[config.mk]
export PLATFORM = sky130hd
export DESIGN_NAME = bus_event_irq_timer
export DESIGN_NICKNAME = d
export VERILOG_FILES = /design/src/rtl/bus_event_irq_timer_pkg.sv /design/src/rtl/bus_event_irq_timer_event_sel.sv /design/src/rtl/bus_event_irq_timer_tick_stage.sv /design/src/rtl/bus_event_irq_timer.sv
export SDC_FILE = /design/constraint.sdc
export NUM_CORES = 1
export LEC_CHECK = 0
export ABC_AREA = 1
export BUFFER_PORTS_ARGS = -buffer_cell sky130_fd_sc_hd__buf_4
export CAP_MARGIN = 10
export CORE_ASPECT_RATIO = 1.25
export CORE_MARGIN = 4
export CORE_UTILIZATION = 54
export DETAILED_ROUTE_END_ITERATION = 8
export PLACE_DENSITY = 0.83
export SLEW_MARGIN = 20
export SYNTH_ARGS = -nofsm -noshare
export SYNTH_HDL_FRONTEND = slang
export SYNTH_SLANG_ARGS = --single-unit
[constraint.sdc]
create_clock -name clk -period 2.1 [get_ports clk]
set_input_delay 0.21 -clock clk [delete_from_list [all_inputs] [get_ports clk]]
set_output_delay 0.21 -clock clk [all_outputs]
set_load 0.005 [all_outputs]
[src/rtl/bus_event_irq_timer_pkg.sv]
package bus_event_irq_timer_pkg;

    // Timer clock sources, encoded as written at offset 1 bits [1:0]
    typedef enum logic [1:0] {
        SRC_CPU_CYCLE = 2'd0,
        SRC_A12_RISE  = 2'd1,
        SRC_ADDR_CHG  = 2'd2,
        SRC_CPU_WRITE = 2'd3
    } clk_src_e;

    // Register offsets
    localparam logic [2:0] OFF_ENABLE    = 3'd0;
    localparam logic [2:0] OFF_SOURCE    = 3'd1;
    localparam logic [2:0] OFF_DISABLE   = 3'd2;
    localparam logic [2:0] OFF_ARM       = 3'd3;
    localparam logic [2:0] OFF_PRESCALE  = 3'd4;
    localparam logic [2:0] OFF_COUNT     = 3'd5;
    localparam logic [2:0] OFF_KEY       = 3'd6;

    // Timer clocks produced by one address-change event
    localparam int ADDR_CHG_TICKS = 2;
    // Most timer clocks any single cycle can carry
    localparam int MAX_TICKS      = ADDR_CHG_TICKS;
    localparam int TICK_W         = $clog2(MAX_TICKS + 1);

endpackage

[src/rtl/bus_event_irq_timer_event_sel.sv]
module bus_event_irq_timer_event_sel
    import bus_event_irq_timer_pkg::*;
#(
    parameter int ADDR_W = 14
) (
    input  clk_src_e          src,
    input  logic              cpu_cycle,
    input  logic              a12_rise,
    input  logic              cpu_wr,
    input  logic              ppu_addr_vld,
    input  logic [ADDR_W-1:0] ppu_addr,
    input  logic [ADDR_W-1:0] last_addr,
    output logic [TICK_W-1:0] n_ticks
);

    logic addr_moved;

    always_comb begin
        addr_moved = ppu_addr_vld && (ppu_addr != last_addr);
        n_ticks    = '0;
        unique case (src)
            SRC_CPU_CYCLE: n_ticks = cpu_cycle  ? TICK_W'(1) : '0;
            SRC_A12_RISE:  n_ticks = a12_rise   ? TICK_W'(1) : '0;
            SRC_ADDR_CHG:  n_ticks = addr_moved ? TICK_W'(ADDR_CHG_TICKS) : '0;
            SRC_CPU_WRITE: n_ticks = cpu_wr     ? TICK_W'(1) : '0;
            default:       n_ticks = '0;
        endcase
    end

endmodule

[src/rtl/bus_event_irq_timer_tick_stage.sv]
module bus_event_irq_timer_tick_stage #(
    parameter int DATA_W = 8
) (
    input  logic              active,
    input  logic [DATA_W-1:0] pre_i,
    input  logic [DATA_W-1:0] cnt_i,
    input  logic              irq_i,
    output logic [DATA_W-1:0] pre_o,
    output logic [DATA_W-1:0] cnt_o,
    output logic              irq_o
);

    always_comb begin
        pre_o = pre_i;
        cnt_o = cnt_i;
        irq_o = irq_i;
        if (active) begin
            pre_o = pre_i - 1'b1;
            if (pre_i == '0) begin
                cnt_o = cnt_i - 1'b1;
                if (cnt_i == '0) begin
                    irq_o = 1'b1;
                end
            end
        end
    end

endmodule

[src/rtl/bus_event_irq_timer.sv]
module bus_event_irq_timer
    import bus_event_irq_timer_pkg::*;
#(
    parameter int DATA_W = 8,
    parameter int ADDR_W = 14
) (
    input  logic              clk,
    input  logic              rst_n,
    input  logic              cpu_wr,
    input  logic              reg_wr,
    input  logic [2:0]        reg_off,
    input  logic [DATA_W-1:0] wr_data,
    input  logic              cpu_cycle,
    input  logic              a12_rise,
    input  logic              ppu_addr_vld,
    input  logic [ADDR_W-1:0] ppu_addr,
    output logic              irq
);

    typedef struct packed {
        logic              en;
        clk_src_e          src;
        logic [DATA_W-1:0] pre;
        logic [DATA_W-1:0] cnt;
        logic [DATA_W-1:0] key;
        logic [ADDR_W-1:0] last;
        logic              irq;
    } state_t;

    state_t s_d, s_q;

    logic [TICK_W-1:0] n_ticks;

    // Chain of decrement stages; index 0 is the registered state
    logic [DATA_W-1:0] pre_c [MAX_TICKS+1];
    logic [DATA_W-1:0] cnt_c [MAX_TICKS+1];
    logic              irq_c [MAX_TICKS+1];

    // Plain views of state for the bound checker
    logic              en_q;
    logic [1:0]        src_q;
    logic [DATA_W-1:0] pre_q;
    logic [DATA_W-1:0] cnt_q;
    logic [DATA_W-1:0] key_q;
    logic [ADDR_W-1:0] last_q;

    assign en_q   = s_q.en;
    assign src_q  = s_q.src;
    assign pre_q  = s_q.pre;
    assign cnt_q  = s_q.cnt;
    assign key_q  = s_q.key;
    assign last_q = s_q.last;

    bus_event_irq_timer_event_sel #(
        .ADDR_W(ADDR_W)
    ) u_event_sel (
        .src         (s_q.src),
        .cpu_cycle   (cpu_cycle),
        .a12_rise    (a12_rise),
        .cpu_wr      (cpu_wr),
        .ppu_addr_vld(ppu_addr_vld),
        .ppu_addr    (ppu_addr),
        .last_addr   (s_q.last),
        .n_ticks     (n_ticks)
    );

    assign pre_c[0] = s_q.pre;
    assign cnt_c[0] = s_q.cnt;
    assign irq_c[0] = s_q.irq;

    for (genvar g = 0; g < MAX_TICKS; g++) begin : g_tick
        logic stage_on;
        assign stage_on = s_q.en && (n_ticks > TICK_W'(g));
        bus_event_irq_timer_tick_stage #(
            .DATA_W(DATA_W)
        ) u_stage (
            .active(stage_on),
            .pre_i (pre_c[g]),
            .cnt_i (cnt_c[g]),
            .irq_i (irq_c[g]),
            .pre_o (pre_c[g+1]),
            .cnt_o (cnt_c[g+1]),
            .irq_o (irq_c[g+1])
        );
    end

    always_comb begin
        s_d     = s_q;
        // Timer clocks first, register effect second
        s_d.pre = pre_c[MAX_TICKS];
        s_d.cnt = cnt_c[MAX_TICKS];
        s_d.irq = irq_c[MAX_TICKS];
        if (ppu_addr_vld) begin
            s_d.last = ppu_addr;
        end
        if (reg_wr) begin
            unique case (reg_off)
                OFF_ENABLE: begin
                    s_d.en = wr_data[0];
                    if (!wr_data[0]) begin
                        s_d.pre = '0;
                        s_d.irq = 1'b0;
                    end
                end
                OFF_SOURCE:   s_d.src = clk_src_e'(wr_data[1:0]);
                OFF_DISABLE: begin
                    s_d.en  = 1'b0;
                    s_d.pre = '0;
                    s_d.irq = 1'b0;
                end
                OFF_ARM:      s_d.en  = 1'b1;
                OFF_PRESCALE: s_d.pre = wr_data ^ s_q.key;
                OFF_COUNT:    s_d.cnt = wr_data ^ s_q.key;
                OFF_KEY:      s_d.key = wr_data;
                default: ;
            endcase
        end
    end

    always_ff @(posedge clk or negedge rst_n) begin
        if (!rst_n) begin
            s_q <= '{en: 1'b0, src: SRC_CPU_CYCLE, pre: '0, cnt: '0,
                     key: '0, last: '0, irq: 1'b0};
        end else begin
            s_q <= s_d;
        end
    end

    assign irq = s_q.irq;

endmodule

== Yosys cells after proc, flatten, opt, wreduce, memory -nomap -nowiden ==
Index checks and enable logic that the tools add are counted.
W data, S select, Z words.
Word-level totals
  register bits after elaboration: 42
  input port bits: 32
  output and inout bits: 1
  word-level logic and storage cells: 63
Cells by class
  $add $sub $neg: 4
  order comparisons: 2
  equality and inequality tests: 10
  multiplexer cells: 26
  bitwise operators: 1
  reductions and logical operators: 13
Operator list (number)
  $mux W8: 9
  $logic_not A8 Y1: 4
  $sub A8 B1 Y8 const B: 4
  $mux W24: 1
  $pmux W8 S3: 1
  $ne A14 B14 Y1: 1
  $mux W1: 11
  $eq A3 B3 Y1 const B: 3
  $pmux W2 S4: 1
  $xor A8 B8 Y8: 1
  $eq A3 B2 Y1 const B: 2
  $reduce_and A2 Y1: 3
  $eq A2 B2 Y1 const B: 2
  $gt A2 B1 Y1 const B: 2
  $eq A3 B1 Y1 const B: 1
  $logic_and A1 B1 Y1: 3
  $logic_not A3 Y1: 1
  $pmux W1 S3: 1
  $reduce_bool A3 Y1: 1
  $eq A2 B1 Y1 const B: 1
  $logic_not A2 Y1: 1
  $mux W2: 1
  $pmux W1 S2: 1

== Longest topological paths before layout ==
  depth after elaboration: 14
  gate-level depth with buffers: 23
  depth with buffers taken out: 22

== Hierarchy ==
Synthesis repeated with hierarchy kept, for this count alone.
Second synthesis, totals
  cell total of the unflattened synthesis: 422
  area total of the unflattened synthesis: 3007.9 µm²
By module, submodules not included
  bus_event_irq_timer: instances 1, cells an instance 165, area an instance 1769.2 µm², sequential area each 1051.0 µm²
  bus_event_irq_timer_tick_stage: instances 2, cells an instance 88, area an instance 459.2 µm², sequential area each 0.0 µm²
  bus_event_irq_timer_event_sel: instances 1, cells an instance 81, area an instance 320.3 µm², sequential area each 0.0 µm²

== Worst setup path after synthesis ==
Ideal clock, no wire load.
  path kind: register to register
  start: register s_q (netlist bit src_q[1])
  end: register s_q (netlist bit cnt_q[3])
  data arrival time: 2.155 ns
  path slack: -0.171 ns
  stages on the path, launching flop included: 16
  buffers on the path: 1
  period minus slack after synthesis: 2.271 ns
  cell sequence: dfrtp_1 o31ai_4 nand2_4 buf_2 xor2_1 inv_1 ha_1 nand3_1 inv_1 nand2_1 nor2_4 nand2_2 o21bai_1 nand2_1 nand2_1 nand2_1
RTL lines
  start: declaration: RTL line bus_event_irq_timer.sv:30  | state_t s_d, s_q;
  start signal: assignment: RTL line bus_event_irq_timer.sv:122  | s_q <= '{en: 1'b0, src: SRC_CPU_CYCLE, pre: '0, cnt: '0,

==> impl_metrics.json <==
{
  "worstHoldPathCells": 3,
  "cts.clk_slew.worst_paths_ps": 80,
  "slew_viol_final": 0,
  "routedWlPerCell_um": 14.8,
  "place.port_buffers": 32,
  "hold_end": "last_q[12]",
  "worst_skew_pair_later_pin_latency_ps": 300,
  "power-per-cell-area_nw_per_um2": 1260,
  "setup_total_negative_slack_ps": -5770,
  "timing_hold_violations_final": 0,
  "synth-async-reset-ratio_pct": 100,
  "global_route_wire_length_before_repair_um": 13200,
  "pin_count": 33,
  "number_of_cts_inserted_buffers": 5,
  "top_usage_layer_grt": "met2",
  "fmax_ghz": 0.392,
  "grt_setup_unrepaired": "yes",
  "chipHeight_um": 92.0,
  "sequential_cell_area_um2": 1050,
  "cts_buffer_depth": 2,
  "timing_worst_slew_pin_value_ps": 550,
  "drtIter0Drc": 135,
  "cts_tree": "built",
  "die_w_um": 75.2,
  "grtUsageTotal_pct": 24.8,
  "fin_worst_skew_ps": 6.79,
  "fill_cells": 391,
  "cts-root-buf": "sky130_fd_sc_hd__clkbuf_8",
  "number_of_max_cap_violations": 0,
  "nets": 549,
  "leakage_uw": 0.00206,
  "routed_via_density": 5.35,
  "finalCriticalPeriod_ps": 2550,
  "placed_cells": 552,
  "drt_drc_violations_left": 0,
  "grt.met1_usage_pct": 28.0,
  "synthMostInstantiatedCell": "sky130_fd_sc_hd__nand2_1",
  "multi_input_area_um2": 1890,
  "cts_num_sinks": 42,
  "reg2regPathDepth": 20,
  "floorplan.die_area_um2": 6910,
  "synth.net_count": 466,
  "hold_path_class": "in -> reg",
  "grt_antenna_before_repair": 0,
  "groute.layer.met2.usage_pct": 44.6,
  "synth_cells": 427,
  "worst_voltage_drop_across_the_vdd_grid_mv": 0.883,
  "setup_ws_ps": -450,
  "cp.required_ps": 2320,
  "dominantRegCellSynth": "sky130_fd_sc_hd__dfrtp_1",
  "r2r_end": "pre_q[7]",
  "core_region_area_um2": 5440,
  "critical_path.max_fanout": 4,
  "pin_count_of_the_biggest_net_entering_global_routing": 43,
  "net-switching-power_uw": 2270,
  "detail_route.first_pass.iterations": 5,
  "comb_power_share_pct": 64.9,
  "synth.yosys.seq_area_share_pct": 34.5,
  "met3_track_utilization_from_global_routing_pct": 3.95,
  "grt_pass1_vias": 3013,
  "critPathArrivalTime_ps": 2770,
  "stdcell_count": 575,
  "power_report.internal_total_uw": 2750,
  "num_vias": 3076,
  "floorplan.initialDensity_pct": 56.0,
  "diodes": 0,
  "timing.critical_path.from_type": "flop",
  "post_synthesis_sequential_element_count": 42,
  "end_kind": "flop",
  "period_share_pct": 121,
  "synth_commonest_cells": "sky130_fd_sc_hd__nand2_1, sky130_fd_sc_hd__inv_1, sky130_fd_sc_hd__dfrtp_1",
  "status": "complete, but fails checks",
  "reg2reg_from": "last_q[2]",
  "final-setup-viol-count": 17,
  "half_perimeter_wire_length_of_the_detailed_placement_result_um": 5910,
  "synth_enable_flop_cells": 0,
  "p_seq_share_pct": 24.0,
  "hold_path_start": "ppu_addr[12]",
  "synthesis.yosys.warnings": 0,
  "fin_util_pct": 73.3,
  "clockPowerShare_pct": 11.0,
  "sw_frac_of_total_pct": 45.3,
  "syn-cell-area_um2": 3050,
  "synth_area_leaders": "sky130_fd_sc_hd__dfrtp_1, sky130_fd_sc_hd__nand2_1, sky130_fd_sc_hd__inv_1",
  "number_of_h_tree_branching_levels": 2,
  "reg2reg_setup_slack_ps": -450,
  "timing.slew.headroom_pct": 63.3,
  "post_route_cells_drive_above_1_share_pct": 29.9,
  "post_synth_num_cell_types": 34,
  "grt.overflow.total": 0,
  "failed_checks": "setup timing",
  "syn-mean-instance-area_um2": 7.13,
  "netlist.area_leader.share_pct": 34.5,
  "post-synth-top-area-cell": "sky130_fd_sc_hd__dfrtp_1",
  "finalWeightedCongestion": 0.898,
  "crit_start": "last_q[2]",
  "routed_wl_um": 8500,
  "route.antenna.remaining_nets": 0,
  "row_count": 30,
  "area_added_between_synthesis_and_finish_pct": 31.1,
  "setup.worst_path.class": "reg -> reg"
}
==> through the flow <==
step           hold slack [ps]  worst slack, ps  power, uW  cell area (um^2)
6_report                   129             -450       5010              3990
2_1_floorplan            -85.6             -106       2840              3070
5_1_grt                    142             -586       5320              3990
4_1_cts                    124             -246       4690              3900
3_5_place_dp               227             -306       3760              3620
3_3_place_gp               229             -238       3680              3620
==> cells in the final DEF (no fill, tap or decap), drive strengths merged, types with 6 or more instances in the layout <==
| cell | count |
|---|---|
| nand2 | 134 |
| buf | 83 |
| inv | 59 |
| nor2 | 46 |
| dfrtp | 42 |
| o21ai | 42 |
| nand3 | 22 |
| xor2 | 16 |
| xnor2 | 11 |
| nand4 | 10 |
| mux2 | 8 |
| a21oi | 7 |
| ha | 7 |
| clkbuf | 6 |
==> routing by layer <==
layer  vias up  wire length [um]
li1       1515                 -
met1      1434              3350
met2        97              4460
met3        30               328
met4         0               356
met5         -                 0
==> critical path: stages, from the launching register on <==
cell and delay (ps):
sky130_fd_sc_hd__dfrtp_1 400, sky130_fd_sc_hd__inv_1 100, sky130_fd_sc_hd__nand2_1 60, sky130_fd_sc_hd__nand2_1 50
sky130_fd_sc_hd__nor2_1 40, sky130_fd_sc_hd__nand2_1 70, sky130_fd_sc_hd__nor2_2 50, sky130_fd_sc_hd__nand2_1 60
sky130_fd_sc_hd__nand2_2 90, sky130_fd_sc_hd__buf_4 150, sky130_fd_sc_hd__buf_6 110, sky130_fd_sc_hd__nand2_4 90
sky130_fd_sc_hd__nand2_4 60, sky130_fd_sc_hd__o21ai_4 60, sky130_fd_sc_hd__buf_4 130, sky130_fd_sc_hd__buf_4 110
sky130_fd_sc_hd__buf_4 140, sky130_fd_sc_hd__nand2_4 70, sky130_fd_sc_hd__o31ai_1 350, sky130_fd_sc_hd__nand3_1 170
sky130_fd_sc_hd__o21ai_1 130
==> power groups by stage <==
stage	Combinational (uW)	Sequential, uW	Clock, uW
after floorplan	1650	1190	0
after global placement	2480	1200	0
after detailed placement	2550	1220	0
after CTS	2930	1200	565
after global routing	3490	1220	605
final	3260	1210	553
==> area by class of cell <==
type | count | area share [%]
well taps | 64 | 2.01
clock buffers | 6 | 2.07
inverters | 59 | 5.55
flip-flops and latches | 42 | 26.4
repair buffers | 84 | 16.4
multi-input cells | 318 | 47.3
clock inverters | 2 | 0.313
==> cell families (layout without fill, tap and decap cells) <==
| kind of cell | count (synthesis) | in the layout | synth area share [%] |
|---|---|---|---|
| AO/OA/AOI/OAI | 56 | 56 | 11.1 |
| XOR/XNOR | 27 | 27 | 7.76 |
| adder cells (fa/ha/maj) | 7 | 7 | 2.88 |
| buffers and inverters | 68 | 151 | 9.00 |
| flip-flops | 42 | 42 | 34.5 |
| multiplexers | 8 | 8 | 2.96 |
| AND/OR/NAND/NOR | 219 | 220 | 31.8 |
==> worst max path at each step <==
stage | to | slack (ps)
global route | cnt_q[4] | -590
floorplan | cnt_q[7] | -110
detailed placement | cnt_q[3] | -310
finish | pre_q[7] | -450
CTS | cnt_q[3] | -250
global placement | cnt_q[3] | -240
==> sequential cells by signal, summed over array words and instances (netlist names) <==
signal / cells
last_q: 14
cnt_q: 8
key_q: 8
pre_q: 8
src_q: 2
en_q: 1
irq: 1
==> what timing repair did <==
action,CTS,global route
hold endpoints to repair,42,0
setup endpoints to repair,16,17
pin swaps,12,16
hold buffers,1,0
gates cloned,1,0
gates resized for setup,35,14
buffers inserted,10,6
Power figures use the tool's default switching activity.
